--- config.mk ---
export PLATFORM = sky130hd
export DESIGN_NAME = cfg_streamer
export DESIGN_NICKNAME = d
export VERILOG_FILES = /design/src/rtl/cfg_stream_pkg.sv /design/src/rtl/cfg_por_timer.sv /design/src/rtl/cfg_clk_div.sv /design/src/rtl/cfg_lane_mux.sv /design/src/rtl/cfg_streamer.sv
export SDC_FILE = /design/constraint.sdc
export NUM_CORES = 1
export LEC_CHECK = 0
export BUFFER_PORTS_ARGS = -buffer_cell sky130_fd_sc_hd__clkbuf_2
export CAP_MARGIN = 30
export CORE_MARGIN = 5
export CORE_UTILIZATION = 57
export DETAILED_ROUTE_END_ITERATION = 10
export GPL_TIMING_DRIVEN = 0
export PLACE_DENSITY = 0.81
export SETUP_SLACK_MARGIN = 0.5
export SYNTH_ARGS = -nofsm -noshare
export SYNTH_HDL_FRONTEND = slang
export SYNTH_SLANG_ARGS = --single-unit
--- constraint.sdc ---
create_clock -name clk -period 2.9 [get_ports clk]
set_input_delay 0.145 -clock clk [delete_from_list [all_inputs] [get_ports clk]]
set_output_delay 0.145 -clock clk [all_outputs]
set_load 0.05 [all_outputs]
--- src/rtl/cfg_stream_pkg.sv ---
package cfg_stream_pkg;

    typedef enum logic [1:0] {
        MODE_SERIAL = 2'd0,
        MODE_MULTI  = 2'd1,
        MODE_BYTE   = 2'd2,
        MODE_BYTE_B = 2'd3
    } cfg_mode_e;

    typedef enum logic [2:0] {
        ST_POR        = 3'd0,
        ST_IDLE       = 3'd1,
        ST_LEN_REQ    = 3'd2,
        ST_LEN_WAIT   = 3'd3,
        ST_FETCH_REQ  = 3'd4,
        ST_FETCH_WAIT = 3'd5,
        ST_SHIFT      = 3'd6,
        ST_HANDOFF    = 3'd7
    } cfg_state_e;

endpackage

--- src/rtl/cfg_por_timer.sv ---
module cfg_por_timer #(
    parameter int W = 16
) (
    input  logic         clk,
    input  logic         rst_n,
    input  logic [W-1:0] delay,
    output logic         expired
);
    logic [W-1:0] cnt_q;
    logic         fired_q;

    always_ff @(posedge clk) begin
        if (!rst_n) begin
            cnt_q   <= '0;
            fired_q <= 1'b0;
        end else if (!fired_q) begin
            if (cnt_q == delay) begin
                fired_q <= 1'b1;
            end else begin
                cnt_q <= cnt_q + W'(1);
            end
        end
    end

    assign expired = fired_q | (cnt_q == delay);
endmodule

--- src/rtl/cfg_clk_div.sv ---
module cfg_clk_div #(
    parameter int DIV_W = 8
) (
    input  logic             clk,
    input  logic             rst_n,
    input  logic             run,
    input  logic [DIV_W-1:0] div,
    output logic             cclk,
    output logic             slot_end
);
    logic [DIV_W-1:0] cnt_q;
    logic [DIV_W-1:0] lim;
    logic             at_lim;

    always_comb begin
        lim    = (div == '0) ? '0 : div - DIV_W'(1);
        at_lim = (cnt_q == lim);
    end

    always_ff @(posedge clk) begin
        if (!rst_n) begin
            cnt_q <= '0;
            cclk  <= 1'b0;
        end else if (!run) begin
            cnt_q <= '0;
            cclk  <= 1'b0;
        end else if (at_lim) begin
            cnt_q <= '0;
            cclk  <= ~cclk;
        end else begin
            cnt_q <= cnt_q + DIV_W'(1);
        end
    end

    // the high phase ends here: the next slot starts with the falling edge
    assign slot_end = run & cclk & at_lim;
endmodule

--- src/rtl/cfg_lane_mux.sv ---
module cfg_lane_mux
    import cfg_stream_pkg::*;
#(
    parameter int W = 8,
    localparam int IW = $clog2(W)
) (
    input  logic          clk,
    input  logic          rst_n,
    input  logic          load,
    input  logic [W-1:0]  din,
    input  logic          advance,
    input  cfg_mode_e     mode,
    input  logic [IW-1:0] chains,
    output logic [W-1:0]  dout,
    output logic          last
);
    logic [W-1:0]  byte_q;
    logic [IW-1:0] idx_q;
    logic [W-1:0]  lane_en;

    for (genvar k = 0; k < W; k++) begin : g_lane
        assign lane_en[k] = (int'(chains) >= k);
    end

    always_ff @(posedge clk) begin
        if (!rst_n) begin
            byte_q <= '0;
            idx_q  <= '0;
        end else if (load) begin
            byte_q <= din;
            idx_q  <= '0;
        end else if (advance) begin
            idx_q <= idx_q + IW'(1);
        end
    end

    always_comb begin
        dout = '0;
        last = 1'b1;
        unique case (mode)
            MODE_SERIAL: begin
                dout[0] = byte_q[idx_q];
                last    = (idx_q == IW'(W - 1));
            end
            MODE_MULTI: begin
                dout = byte_q & lane_en;
            end
            MODE_BYTE, MODE_BYTE_B: begin
                dout = byte_q;
            end
            default: begin
                dout = byte_q;
            end
        endcase
    end
endmodule

--- src/rtl/cfg_streamer.sv ---
module cfg_streamer
    import cfg_stream_pkg::*;
#(
    parameter int DW         = 8,
    parameter int PAGE_WORDS = 32,
    parameter int DIV_W      = 8,
    parameter int POR_W      = 16,
    localparam int PAGE_AW   = $clog2(PAGE_WORDS),
    localparam int ADDR_W    = 3 + PAGE_AW,
    localparam int LIW       = $clog2(DW)
) (
    input  logic              clk,
    input  logic              rst_n,
    input  logic [1:0]        scheme,
    input  logic [LIW-1:0]    chains_m1,
    input  logic [2:0]        page_sel,
    input  logic              reconfig,
    input  logic [DIV_W-1:0]  clk_div,
    input  logic [POR_W-1:0]  por_delay,
    input  logic              dev_status,
    output logic              mem_rd,
    output logic [ADDR_W-1:0] mem_addr,
    input  logic [DW-1:0]     mem_rdata,
    output logic              cfg_clk,
    output logic [DW-1:0]     cfg_data,
    output logic              host_grant,
    output logic              load_done,
    output logic              load_err
);
    localparam logic [DW-1:0]      MAX_LEN   = DW'(PAGE_WORDS - 1);
    localparam logic [PAGE_AW-1:0] MAX_LEN_A = PAGE_AW'(PAGE_WORDS - 1);

    cfg_state_e          st, st_nxt;
    logic [2:0]          page_q;
    cfg_mode_e           mode_q;
    logic [LIW-1:0]      chains_q;
    logic [DIV_W-1:0]    div_q;
    logic [PAGE_AW-1:0]  off_q;
    logic [PAGE_AW-1:0]  remain_q;
    logic                err_q;

    logic                por_done;
    logic                cclk;
    logic                slot_end;
    logic                lane_last;
    logic [DW-1:0]       lane_data;
    logic                loading;
    logic                start_load;
    logic                abort;
    logic [PAGE_AW-1:0]  len_clamped;

    cfg_por_timer #(.W(POR_W)) u_por (
        .clk     (clk),
        .rst_n   (rst_n),
        .delay   (por_delay),
        .expired (por_done)
    );

    cfg_clk_div #(.DIV_W(DIV_W)) u_div (
        .clk      (clk),
        .rst_n    (rst_n),
        .run      ((st == ST_SHIFT) && dev_status),
        .div      (div_q),
        .cclk     (cclk),
        .slot_end (slot_end)
    );

    cfg_lane_mux #(.W(DW)) u_lane (
        .clk     (clk),
        .rst_n   (rst_n),
        .load    (st == ST_FETCH_WAIT),
        .din     (mem_rdata),
        .advance ((st == ST_SHIFT) && slot_end && !lane_last),
        .mode    (mode_q),
        .chains  (chains_q),
        .dout    (lane_data),
        .last    (lane_last)
    );

    always_comb begin
        loading     = (st == ST_LEN_REQ) || (st == ST_LEN_WAIT) ||
                      (st == ST_FETCH_REQ) || (st == ST_FETCH_WAIT) ||
                      (st == ST_SHIFT);
        abort       = loading && !dev_status;
        start_load  = ((st == ST_POR) && por_done) ||
                      (((st == ST_IDLE) || (st == ST_HANDOFF)) && reconfig);
        len_clamped = (mem_rdata > MAX_LEN) ? MAX_LEN_A : mem_rdata[PAGE_AW-1:0];
    end

    // next-state logic
    always_comb begin
        st_nxt = st;
        unique case (st)
            ST_POR:                 if (por_done) st_nxt = ST_LEN_REQ;
            ST_IDLE, ST_HANDOFF:    if (reconfig) st_nxt = ST_LEN_REQ;
            ST_LEN_REQ:             st_nxt = ST_LEN_WAIT;
            ST_LEN_WAIT:            st_nxt = (len_clamped == '0) ? ST_HANDOFF : ST_FETCH_REQ;
            ST_FETCH_REQ:           st_nxt = ST_FETCH_WAIT;
            ST_FETCH_WAIT:          st_nxt = ST_SHIFT;
            ST_SHIFT: begin
                if (slot_end && lane_last) begin
                    st_nxt = (remain_q == '0) ? ST_HANDOFF : ST_FETCH_REQ;
                end
            end
            default:                st_nxt = ST_IDLE;
        endcase
        if (abort) st_nxt = ST_IDLE;
    end

    // state register
    always_ff @(posedge clk) begin
        if (!rst_n) st <= ST_POR;
        else        st <= st_nxt;
    end

    // load context and byte bookkeeping
    always_ff @(posedge clk) begin
        if (!rst_n) begin
            page_q   <= '0;
            mode_q   <= MODE_SERIAL;
            chains_q <= '0;
            div_q    <= '0;
            off_q    <= '0;
            remain_q <= '0;
            err_q    <= 1'b0;
        end else begin
            if (start_load) begin
                page_q   <= page_sel;
                mode_q   <= cfg_mode_e'(scheme);
                chains_q <= chains_m1;
                div_q    <= clk_div;
                err_q    <= 1'b0;
            end
            if (abort) err_q <= 1'b1;
            if (st == ST_LEN_WAIT) begin
                remain_q <= len_clamped;
                off_q    <= PAGE_AW'(1);
            end
            if (st == ST_FETCH_WAIT) begin
                remain_q <= remain_q - PAGE_AW'(1);
                off_q    <= off_q + PAGE_AW'(1);
            end
        end
    end

    // outputs
    always_comb begin
        mem_rd     = 1'b0;
        mem_addr   = '0;
        host_grant = 1'b0;
        load_done  = 1'b0;
        unique case (st)
            ST_LEN_REQ: begin
                mem_rd   = 1'b1;
                mem_addr = {page_q, {PAGE_AW{1'b0}}};
            end
            ST_FETCH_REQ: begin
                mem_rd   = 1'b1;
                mem_addr = {page_q, off_q};
            end
            ST_HANDOFF: begin
                host_grant = 1'b1;
                load_done  = 1'b1;
            end
            default: begin
                mem_rd = 1'b0;
            end
        endcase
        load_err = err_q;
        cfg_clk  = cclk;
        cfg_data = lane_data;
    end
endmodule

==> summary.txt, run 1 <==
global-route wire length before repair - 17.1 mm
Inserted Diodes - 0
Post-Route M1 WL - 4.67 mm
die height - 93.1 µm
Core ar. - 6760 µm²
initial standard-cell utilization of the core - 0.583
clock tree from TritonCTS - done
combinational family with the most area after synthesis - simple AND/OR/NAND/NOR gates
Period Utilization, post-route - 0.873
commonest non-fill, non-tap cell in the layout - sky130_fd_sc_hd__clkbuf_2
DRT antenna net count - 0
width of the chip - 93.1 µm
worst hold margin - 0.0276 ns
average wire per cell in the routed design - 16.2 µm
CP startpoint kind - register
met3 layer wire length in the routed design - 633 µm
number of hold buffers added after cts - 0
worst vdd ir - 267 µV
Post-Synthesis Cells - 481
cell with the largest stage delay on the worst path - sky130_fd_sc_hd__or4_4
fraction of the mapped netlist area in compound gates - 0.184
net switching share of the total power - 0.302
initial antenna violation count - 0
post-synthesis register bit count - 67
leakage power figure - 1.98 nW
Tightest Pin Transition - 0.575 ns
via count of the first global-routing pass - 3741
worst-case clock buffer depth - 2
Clock Pin Slew Worst Setup and Hold Paths - 0.07 ns
first-pass iteration count of the detailed router - 4
PD cells - 437 nW/µm²
worst skew pair latency - 0.34 ns
EDFF count, synth - 0
result of the run - complete, no violations
average via count per standard cell - 6.02
count of final hold-check violations - 0
Sequential Power Share - 0.470
maximum level of the CTS H-tree - 3
Post-Synth Simple-Gate Area - 0.271
final total negative setup slack - 0 ns
Warnings, synthesis - 0
RSZ-0062 raised after global routing - yes
Clock Root Buffer - sky130_fd_sc_hd__clkbuf_8
Syn-to-layout area delta - 19.5%
power after layout - 2.06 mW
uppermost metal layer occupied by signal nets - met4
global-route usage over all layers - 0.245
cell types occupying the most area after synthesis - sky130_fd_sc_hd__dfxtp_1 (34%), sky130_fd_sc_hd__xor2_1 (6.9%), sky130_fd_sc_hd__nand3_1 (4.6%)
total vias in the final route - 3926
Min-Delay Path Class - in2reg
residual DRC count - 0
routed wire length on met2 - 5.00 mm
Sinks on Clock Net - 67
post-synthesis xor/xnor area fraction - 0.0912
portion of netlist area occupied by mux cells - 0.0420
clock buffers created by TritonCTS - 9
internal power summed over all cells - 1.44 mW
number of nets in the layout - 620
most used cells in the layout excluding fill and tap cells - sky130_fd_sc_hd__clkbuf_2 (68), sky130_fd_sc_hd__dfxtp_1 (64), sky130_fd_sc_hd__nand3_1 (36), sky130_fd_sc_hd__nand2_1 (35), sky130_fd_sc_hd__o21ai_0 (35)
maximum number of pins on one net before global-route repair - 11
layout cell share with drive strength beyond 1 - 0.210
Detailed Place HPWL - 7.54 mm
maximum single-stage delay on the critical path - 0.44 ns
async set or reset register ratio after synthesis - 0
wire length reported by the detailed router - 10.6 mm
library cells used by synthesis - 60
initial detailed-routing violation count - 216
top-level port count - 65
chain of cells forming the critical path - inv_4 > ha_4 > or3b_4 > buf_8 > or4_4 > a211o_4 > o31ai_4 > buf_6 > nor2_1
Primary FF master, synth - sky130_fd_sc_hd__dfxtp_1
worst-case clock skew - 0.00424 ns
routability-driven placement congestion ratio - 0.913
max_cap viols - 0
portion of the post-synthesis area used by sequential elements - 0.341
data arrival time of the worst path - 2.77 ns
final-report setup violation count - 0
average size of a mapped cell - 8.18 µm²
Crit Path Class - reg2reg
most area-hungry cell type in the Yosys netlist - sky130_fd_sc_hd__dfxtp_1
Crit Path Max Fanout - 6
achievable frequency - 0.395 GHz
share of synthesized cell area in full adder, half adder and majority cells - 0.0254
share of total power in the clock network - 0.326
CP endpoint kind - register
IO buf count - 64
count of standard-cell rows - 30
overflow left after global routing - 0
cell area after synthesis - 3940 µm²
Max Slew Vio Count - 0
Final min period - 2.53 ns
tightest slew margin relative to the limit - 0.617
Synthesized Nets - 533
combinational fraction of design power - 0.204
Die ar. - 8670 µm²
Crit path required time - 3.13 ns
Yosys top cell area share - 0.341
power dissipated by switching net loads - 0.621 mW
==> layer usage <==
layer,vias to the layer above,GRT usage
met5,-,0
met4,0,0.111
met3,27,0.0459
met2,146,0.395
met1,1866,0.318
li1,1887,-
==> layout make-up <==
type                    instances  area (µm²)
plain buffers                  25         121
clock buffers                  12         145
clock inverters                 3        15.0
fillers                       587        2050
inverters                      20        78.8
multi-input cells             369        2470
flip-flops and latches         67        1350
well taps                      80         100
repair buffers                 76         418
==> cell usage after synthesis, drive strengths merged (3+ instances only) <==
cell type,instances
nor3,21
a21boi,4
mux2i,12
o31ai,5
and2,26
clkbuf,23
dfxtp,67
a211o,5
o221ai,6
or4,3
or3,6
and3,4
nand4,5
nand4b,3
nor4,8
nand2,35
o21a,5
a21oi,22
xnor2,10
nor2,25
ha,8
nor2b,17
xor2,31
o211ai,3
nand3b,3
inv,19
o31a,3
nand3,36
o32a,3
o21ai,35
==> metrics by stage <==
| stage | util | cells | setup WS, ns | area (µm²) |
|---|---|---|---|---|
| 2_1_floorplan | - | 481 | 0.504 | 3960 |
| 3_3_place_gp | 0.648 | 625 | 0.344 | 4380 |
| 3_5_place_dp | 0.648 | 625 | 0.306 | 4380 |
| 4_1_cts | 0.688 | 649 | 0.423 | 4650 |
| 5_1_grt | 0.696 | 652 | 0.253 | 4700 |
| 6_report | 0.696 | 652 | 0.369 | 4700 |
==> state kept, by name, indices dropped and copies added (netlist names) <==
name,count
mode_q,2
u_div.cclk,1
u_por.fired_q,1
u_lane.idx_q,3
page_q,3
div_q,8
st,3
u_lane.byte_q,8
u_div.cnt_q,8
chains_q,3
off_q,5
remain_q,5
load_err,1
u_por.cnt_q,16
==> worst max-delay path: cells and delay by family, from the launching register on <==
| kind | cells | cell delay [ns] |
|---|---|---|
| and+or+nand+nor | 3 | 0.87 |
| AOI/OAI and AO/OA | 2 | 0.70 |
| DFF | 1 | 0.35 |
| buffers and inverters | 3 | 0.35 |
| adders and majority gates | 1 | 0.14 |
==> final timing paths <==
check	start	endpoint	slack, ns	cells after the start
worst max-delay path	div_q[0]	u_div.cnt_q[6]	0.37	9
worst max register to register	div_q[0]	u_div.cnt_q[6]	0.37	9
worst min-delay path	page_sel[1]	page_q[1]	0.03	3
worst min register to register	page_q[1]	page_q[1]	0.46	2
==> power by group through the flow <==
stage | Sequential [mW] | Clock, mW | Combinational (mW)
5_1_grt | 0.969 | 0.718 | 0.456
6_report | 0.966 | 0.671 | 0.419
3_5_place_dp | 0.987 | 0 | 0.366
2_1_floorplan | 0.984 | 0 | 0.258
3_3_place_gp | 0.986 | 0 | 0.355
4_1_cts | 0.964 | 0.680 | 0.393
==> repair_timing <==
item                                    4_1_cts  5_1_grt
endpoints found under the setup margin       17       28
gates cloned                                  0        0
endpoints found under the hold margin         0        0
resized for setup                            13       15
buffers inserted                              9        3
pin swaps                                    16        6
==> logic make-up (layout without fill, tap and decap cells) <==
kind of cell	after synthesis	count (layout)
xor gates and xnor gates	41	41
and+or+nand+nor	199	199
muxes	14	14
DFF	67	67
AOI/OAI and AO/OA	107	107
buffers and inverters	45	136
adders and majority gates	8	8
No activity file was read; power rests on OpenSTA's default activity.
==> inputs of run 2 (changes only) <==
--- a/config.mk
+++ b/config.mk
@@ -5,8 +5,10 @@
 export SDC_FILE = /design/constraint.sdc
 export NUM_CORES = 1
 export LEC_CHECK = 0
+export ABC_AREA = 1
 export BUFFER_PORTS_ARGS = -buffer_cell sky130_fd_sc_hd__clkbuf_2
 export CAP_MARGIN = 30
+export CORE_ASPECT_RATIO = 0.7
 export CORE_MARGIN = 5
 export CORE_UTILIZATION = 57
 export DETAILED_ROUTE_END_ITERATION = 10
==> run 2 against run 1 <==
Against the previous run:
- via count increased by 2.6%
- worst setup slack improved by 0.42 ns
- die area increased by 0.45%
- global-route usage decreased by 0.61 points
- critical path type unchanged
- critical endpoint is now u_lane.idx_q[1]
- largest cell class unchanged
- highest routed layer unchanged
==> summary.txt, run 2 <==
cell area after synthesis - 3940 µm² (about the same)
Reg with most FFs - u_por.cnt_q (unchanged)
Tightest Pin Transition - 0.477 ns (was 0.575 ns)
Clock Pin Slew Worst Setup and Hold Paths - 0.08 ns (was 0.07 ns)
Core ar. - 6730 µm² (was 6760 µm²)
Primary FF master, synth - sky130_fd_sc_hd__dfxtp_1 (unchanged)
share of synthesized cell area in full adder, half adder and majority cells - 0.0254 (about the same)
Yosys top cell area share - 0.340 (was 0.341)
EDFF count, synth - 0 (unchanged)
Syn-to-layout area delta - 16.8% (was 19.5%)
Period Utilization, post-route - 0.729 (was 0.873)
final total negative setup slack - 0 ns (unchanged)
launching point of the worst reg2reg path - div_q[0] (unchanged)
DRT antenna net count - 0 (unchanged)
Inserted Diodes - 0 (unchanged)
dpl ws - 0.849 ns (was 0.306 ns)
die height - 79.6 µm (was 93.1 µm)
global-route usage over all layers - 0.239 (was 0.245)
Warnings, synthesis - 0 (unchanged)
initial standard-cell utilization of the core - 0.586 (was 0.583)
gr busiest metal - met2 (unchanged)
initial antenna violation count - 0 (unchanged)
worst vdd ir - 659 µV (was 267 µV)
post-layout instance count excluding filler cells - 758 (was 652)
number of instances in the placed design - 742 (was 625)
first-pass iteration count of the detailed router - 5 (was 4)
setup slack on the worst flop-to-flop path - 0.78 ns (was 0.37 ns)
Post-Synth Simple-Gate Area - 0.329 (was 0.271)
global-route wire length before repair - 16.6 mm (was 17.1 mm)
power after layout - 3.26 mW (was 2.06 mW)
count of final hold-check violations - 0 (unchanged)
layout cell share with drive strength beyond 1 - 0.181 (was 0.210)
worst hold margin - 0.0251 ns (was 0.0276 ns)
cell types occupying the most area after synthesis - sky130_fd_sc_hd__dfxtp_1 (34%), sky130_fd_sc_hd__nand2_1 (11%), sky130_fd_sc_hd__nor2_1 (8.2%) (was sky130_fd_sc_hd__dfxtp_1 (34%), sky130_fd_sc_hd__xor2_1 (6.9%), sky130_fd_sc_hd__nand3_1 (4.6%))
overflow left after global routing - 0 (unchanged)
met2 Usage GRT - 0.390 (was 0.395)
Sinks on Clock Net - 67 (unchanged)
terminus of the critical flop-to-flop path - u_lane.idx_q[1] (was u_div.cnt_q[6])
residual DRC count - 0 (unchanged)
Post-Synthesis Cells - 584 (was 481)
Crit Path Class - reg2reg (unchanged)
most used cells in the layout excluding fill and tap cells - sky130_fd_sc_hd__nand2_1 (112), sky130_fd_sc_hd__nor2_1 (86), sky130_fd_sc_hd__dfxtp_1 (67), sky130_fd_sc_hd__inv_1 (65), sky130_fd_sc_hd__clkbuf_2 (65) (was sky130_fd_sc_hd__clkbuf_2 (68), sky130_fd_sc_hd__dfxtp_1 (64), sky130_fd_sc_hd__nand3_1 (36), sky130_fd_sc_hd__nand2_1 (35), sky130_fd_sc_hd__o21ai_0 (35))
startpoint of the lowest-slack hold path - page_sel[0] (was page_sel[1])
average wire per cell in the routed design - 13.2 µm (was 16.2 µm)
# Post-CTS Setup Buffers - 0 (was 9)
maximum number of pins on one net before global-route repair - 13 (was 11)
via count of the first global-routing pass - 3709 (was 3741)
post-synthesis register bit count - 67 (unchanged)
async set or reset register ratio after synthesis - 0 (unchanged)
worst skew pair latency - 0.35 ns (was 0.34 ns)
portion of the post-synthesis area used by sequential elements - 0.340 (was 0.341)
result of the run - complete, no violations (unchanged)
most area-hungry cell type in the Yosys netlist - sky130_fd_sc_hd__dfxtp_1 (unchanged)
worst-case clock skew - 0.00678 ns (was 0.00424 ns)
quantity of gates resized following cts - 0 (was 13)
GR met1 Demand/Resource - 0.313 (was 0.318)
met3 track utilization from global routing - 0.0631 (was 0.0459)
Crit path required time - 3.17 ns (was 3.13 ns)
achievable frequency - 0.473 GHz (was 0.395 GHz)
width of the chip - 109 µm (was 93.1 µm)
IO buf count - 64 (unchanged)
portion of netlist area occupied by mux cells - 0 (was 0.0420)
data arrival time of the worst path - 2.39 ns (was 2.77 ns)
initial detailed-routing violation count - 236 (was 216)
average size of a mapped cell - 6.75 µm² (was 8.18 µm²)
Synthesized Nets - 636 (was 533)
fraction of the mapped netlist area in compound gates - 0.146 (was 0.184)
number of cells on the worst reg-to-reg path - 14 (was 9)
average via count per standard cell - 5.32 (was 6.02)
library cell with the highest instance count after synthesis - sky130_fd_sc_hd__nand2_1 (was sky130_fd_sc_hd__dfxtp_1)
wire length reported by the detailed router - 9.99 mm (was 10.6 mm)
routability-driven placement congestion ratio - 0.929 (was 0.913)
CP endpoint kind - register (unchanged)
Crit Path Max Fanout - 6 (unchanged)
Max Slew Vio Count - 0 (unchanged)
final worst-path setup slack - 0.785 ns (was 0.369 ns)
Clock Root Buffer - sky130_fd_sc_hd__clkbuf_8 (unchanged)
clock buffers created by TritonCTS - 9 (unchanged)
Die ar. - 8710 µm² (was 8670 µm²)
Final min period - 2.12 ns (was 2.53 ns)
post-synthesis xor/xnor area fraction - 0.0666 (was 0.0912)
number of nets in the layout - 711 (was 620)
ranking of synthesized cells by instance count - sky130_fd_sc_hd__nand2_1 (112), sky130_fd_sc_hd__nor2_1 (86), sky130_fd_sc_hd__dfxtp_1 (67) (was sky130_fd_sc_hd__dfxtp_1 (67), sky130_fd_sc_hd__nand3_1 (36), sky130_fd_sc_hd__nand2_1 (35), sky130_fd_sc_hd__o21ai_0 (35), sky130_fd_sc_hd__xor2_1 (31))
Largest register FFs - 16 (unchanged)
clock tree from TritonCTS - done (unchanged)
top-level port count - 65 (unchanged)
combinational family with the most area after synthesis - simple AND/OR/NAND/NOR gates (unchanged)
leakage power figure - 1.98 nW (about the same)
number of hold buffers added after cts - 0 (unchanged)
Hold Path Depth - 3 (unchanged)
library cells used by synthesis - 44 (was 60)
commonest non-fill, non-tap cell in the layout - sky130_fd_sc_hd__nand2_1 (was sky130_fd_sc_hd__clkbuf_2)
Min-Delay Path Class - in2reg (unchanged)
count of standard-cell rows - 25 (was 30)
Fill cells - 594 (was 587)
RSZ-0062 raised after global routing - no (was yes)
tightest slew margin relative to the limit - 0.679 (was 0.617)
CP startpoint kind - register (unchanged)
final-report setup violation count - 0 (unchanged)
worst-case clock buffer depth - 2 (unchanged)
maximum level of the CTS H-tree - 3 (unchanged)
max_cap viols - 0 (unchanged)
end point of the worst hold path - page_q[0] (was page_q[1])
total vias in the final route - 4029 (was 3926)
Detailed Place HPWL - 7.71 mm (was 7.54 mm)
PD cells - 708 nW/µm² (was 437 nW/µm²)
[run 2: cell count changes after synthesis, moves of 12 or more]
cell,delta
sky130_fd_sc_hd__a21oi_1,+19
sky130_fd_sc_hd__inv_1,+47
sky130_fd_sc_hd__nor2_1,+61
sky130_fd_sc_hd__and2_1,-26
sky130_fd_sc_hd__o21ai_1,+12
sky130_fd_sc_hd__nand2_1,+77
sky130_fd_sc_hd__clkbuf_1,-14
sky130_fd_sc_hd__mux2i_1,-12
sky130_fd_sc_hd__nor2b_1,-17
[run 2: how the worst max path moves through the flow]
stage | start | end | slack, ns | cells after the start
3_3_place_gp | div_q[0] | st[0] | 0.89 | 15
3_5_place_dp | div_q[0] | st[2] | 0.85 | 15
4_1_cts | div_q[0] | u_lane.idx_q[1] | 0.79 | 14
6_report | div_q[0] | u_lane.idx_q[1] | 0.78 | 14
2_1_floorplan | st[2] | mem_addr[5] | 0.83 | 6
5_1_grt | div_q[0] | st[2] | 0.61 | 15
[run 2: final cells by class]
class                           instances  area, µm²  area share
Tap cell                               94        118      0.0255
Timing Repair Buffer                   64        320      0.0695
Multi-Input combinational cell        426       2230       0.485
Buffer                                 15       78.8      0.0171
Sequential cell                        67       1340       0.291
Clock inverter                          6       87.6      0.0190
Clock buffer                           10        138      0.0299
Inverter                               76        288      0.0625
[run 2: logic make-up after synthesis]
family	after synthesis
AOI/OAI and AO/OA	105
xor gates and xnor gates	30
adders and majority gates	8
buffers and inverters	91
DFF	67
and+or+nand+nor	283
[run 2: where the power goes]
group | total (mW) | switching, mW | internal, mW
clock network | 0.885 | 0.376 | 0.509
registers | 1.10 | 0.0890 | 1.01
logic | 1.28 | 0.858 | 0.420
[run 2: worst max-delay path: stages (launching register included)]
cell and delay, ns:
sky130_fd_sc_hd__dfxtp_1 0.33, sky130_fd_sc_hd__inv_1 0.14, sky130_fd_sc_hd__ha_1 0.29, sky130_fd_sc_hd__nand2_2 0.10, sky130_fd_sc_hd__nor2_4 0.13, sky130_fd_sc_hd__nand3_1 0.13, sky130_fd_sc_hd__nand2_1 0.09, sky130_fd_sc_hd__nand2_1 0.05
sky130_fd_sc_hd__nand2_1 0.07, sky130_fd_sc_hd__nand3_2 0.09, sky130_fd_sc_hd__nor2_4 0.15, sky130_fd_sc_hd__nand3_4 0.11, sky130_fd_sc_hd__nor2_4 0.12, sky130_fd_sc_hd__nand2_1 0.07, sky130_fd_sc_hd__a21oi_1 0.17
[run 2: metrics by stage]
step / area, µm² / utilization
6_report: 4610 / 0.685
5_1_grt: 4610 / 0.685
4_1_cts: 4610 / 0.685
3_5_place_dp: 4380 / 0.651
3_3_place_gp: 4380 / 0.651
2_1_floorplan: 3940 / -
[run 2: per-layer routing]
metal / part of all wire / routed length (µm)
met1: 0.46 / 4630
met2: 0.45 / 4520
met5: 0 / 0
met3: 0.071 / 707
met4: 0.014 / 136
==> inputs of run 3 (changes only) <==
==> constraint.sdc (replaced) <==
create_clock -name clk -period 2.2 [get_ports clk]
set_input_delay 0.11 -clock clk [delete_from_list [all_inputs] [get_ports clk]]
set_output_delay 0.11 -clock clk [all_outputs]
set_load 0.05 [all_outputs]
==> run 3 against run 2 <==
Against the previous run:
- clock power is 14% higher
- worst setup slack got worse by 0.48 ns
- clock skew shrank 0.00068 ns
- die area unchanged
- routed wire length increased by 14%
- critical path type unchanged
- largest cell class unchanged
- largest power group unchanged
==> summary.txt, run 3 (synthesis results as in run 2) <==
first-pass iteration count of the detailed router - 5 (unchanged)
layout cell share with drive strength beyond 1 - 0.292 (was 0.181)
top-level port count - 65 (unchanged)
worst vdd ir - 439 µV (was 659 µV)
IO buf count - 64 (unchanged)
Crit Path Class - reg2reg (unchanged)
Crit path required time - 2.45 ns (was 3.17 ns)
most used cells in the layout excluding fill and tap cells - sky130_fd_sc_hd__nand2_1 (107), sky130_fd_sc_hd__nor2_1 (69), sky130_fd_sc_hd__inv_1 (58), sky130_fd_sc_hd__clkbuf_2 (52), sky130_fd_sc_hd__dfxtp_1 (51) (was sky130_fd_sc_hd__nand2_1 (112), sky130_fd_sc_hd__nor2_1 (86), sky130_fd_sc_hd__dfxtp_1 (67), sky130_fd_sc_hd__inv_1 (65), sky130_fd_sc_hd__clkbuf_2 (65))
worst skew pair latency - 0.35 ns (about the same)
result of the run - complete, no violations (unchanged)
Tightest Pin Transition - 0.541 ns (was 0.477 ns)
residual DRC count - 0 (unchanged)
Period Utilization, post-route - 0.863 (was 0.729)
max_cap viols - 0 (unchanged)
Clock Root Buffer - sky130_fd_sc_hd__clkbuf_8 (unchanged)
number of nets in the layout - 733 (was 711)
data arrival time of the worst path - 2.14 ns (was 2.39 ns)
RSZ-0062 raised after global routing - yes (was no)
routability-driven placement congestion ratio - 0.919 (was 0.929)
achievable frequency - 0.527 GHz (was 0.473 GHz)
initial standard-cell utilization of the core - 0.586 (unchanged)
count of final hold-check violations - 0 (unchanged)
worst hold margin - 0.00117 ns (was 0.0251 ns)
Max Slew Vio Count - 0 (unchanged)
Detailed Place HPWL - 7.67 mm (was 7.71 mm)
leakage power figure - 2.16 nW (was 1.98 nW)
global-route wire length before repair - 17.1 mm (was 16.6 mm)
worst-case clock buffer depth - 2 (unchanged)
Core ar. - 6730 µm² (unchanged)
maximum number of pins on one net before global-route repair - 11 (was 13)
clock tree from TritonCTS - done (unchanged)
CP startpoint kind - register (unchanged)
worst-case clock skew - 0.00610 ns (was 0.00678 ns)
die height - 79.6 µm (unchanged)
Clock Pin Slew Worst Setup and Hold Paths - 0.07 ns (was 0.08 ns)
Crit Path Max Fanout - 5 (was 6)
global-route usage over all layers - 0.251 (was 0.239)
average wire per cell in the routed design - 14.6 µm (was 13.2 µm)
via count of the first global-routing pass - 3726 (was 3709)
width of the chip - 109 µm (unchanged)
clock buffers created by TritonCTS - 9 (unchanged)
commonest non-fill, non-tap cell in the layout - sky130_fd_sc_hd__nand2_1 (unchanged)
total vias in the final route - 4207 (was 4029)
Min-Delay Path Class - in2reg (unchanged)
average via count per standard cell - 5.39 (was 5.32)
Reg with most FFs - u_por.cnt_q (unchanged)
Fill cells - 486 (was 594)
DRT antenna net count - 0 (unchanged)
overflow left after global routing - 0 (unchanged)
wire length reported by the detailed router - 11.4 mm (was 9.99 mm)
initial detailed-routing violation count - 299 (was 236)
final total negative setup slack - 0 ns (unchanged)
tightest slew margin relative to the limit - 0.639 (was 0.679)
Die ar. - 8710 µm² (unchanged)
CP endpoint kind - register (unchanged)
PD cells - 885 nW/µm² (was 708 nW/µm²)
initial antenna violation count - 0 (unchanged)
Sinks on Clock Net - 67 (unchanged)
Inserted Diodes - 0 (unchanged)
Syn-to-layout area delta - 29.5% (was 16.8%)
maximum level of the CTS H-tree - 3 (unchanged)
Largest register FFs - 16 (unchanged)
Final min period - 1.90 ns (was 2.12 ns)
final-report setup violation count - 0 (unchanged)
count of standard-cell rows - 25 (unchanged)
## run 3: where the power goes
part,total [mW],internal [mW],switching (mW)
Sequential,1.49,1.34,0.155
Clock,1.01,0.555,0.457
Combinational,2.01,0.720,1.29
Total,4.52,2.61,1.90
## run 3: routing by layer
metal,GRT usage,vias up,share of wire
li1,-,2098,-
met1,0.330,1925,0.44
met2,0.395,168,0.48
met3,0.0655,16,0.067
met4,0.0897,0,0.014
met5,0,-,0
## run 3: critical path, cell delays in order, from the launching register on
cell and delay (ns):
sky130_fd_sc_hd__dfxtp_2 0.34, sky130_fd_sc_hd__inv_2 0.07, sky130_fd_sc_hd__ha_4 0.16, sky130_fd_sc_hd__nand2_2 0.07
sky130_fd_sc_hd__nor2_4 0.18, sky130_fd_sc_hd__nand2_4 0.09, sky130_fd_sc_hd__nand3_1 0.09, sky130_fd_sc_hd__nand2_1 0.05
sky130_fd_sc_hd__nand2_1 0.07, sky130_fd_sc_hd__nand2_2 0.06, sky130_fd_sc_hd__nor2_4 0.18, sky130_fd_sc_hd__nand4_1 0.14
sky130_fd_sc_hd__nand2_1 0.11, sky130_fd_sc_hd__nand2_1 0.05, sky130_fd_sc_hd__nor2_1 0.08, sky130_fd_sc_hd__nor2_1 0.05
## run 3: area by class of cell
type	instances	area, µm²	share of cell area
multi-input combinational	427	2490	0.487
sequential	67	1370	0.268
timing repair buffer	85	557	0.109
inverter	76	298	0.0583
clock buffer	14	153	0.0299
tap	94	118	0.0230
buffer	15	91.3	0.0179
clock inverter	2	35.0	0.00686
## run 3: path summary, 6_finish.rpt
check	from	to	slack, ns	cells after the start
setup / recovery	div_q[1]	st[0]	0.30	15
hold reg to reg	off_q[4]	off_q[4]	0.48	2
hold / removal	clk_div[7]	div_q[7]	0.001	3
setup reg to reg	div_q[1]	st[0]	0.30	15
## run 3: what timing repair did
item / CTS / global route
resized for setup: 19 / 103
buffers inserted: 5 / 8
hold endpoints to repair: 6 / 0
cloned: 0 / 3
pin swaps: 6 / 15
setup endpoints to repair: 48 / 60
hold buffers: 6 / 0
## run 3: metrics by stage
stage | worst slack [ns] | power (mW) | cell area [µm²] | std cells | utilization
global route | 0.188 | 4.80 | 5110 | 780 | 0.759
floorplan | 0.393 | 2.82 | 4000 | 584 | -
detailed placement | 0.289 | 3.18 | 4440 | 742 | 0.660
finish | 0.302 | 4.52 | 5110 | 780 | 0.759
CTS | 0.332 | 4.26 | 4780 | 769 | 0.711
global placement | 0.346 | 3.11 | 4440 | 742 | 0.660
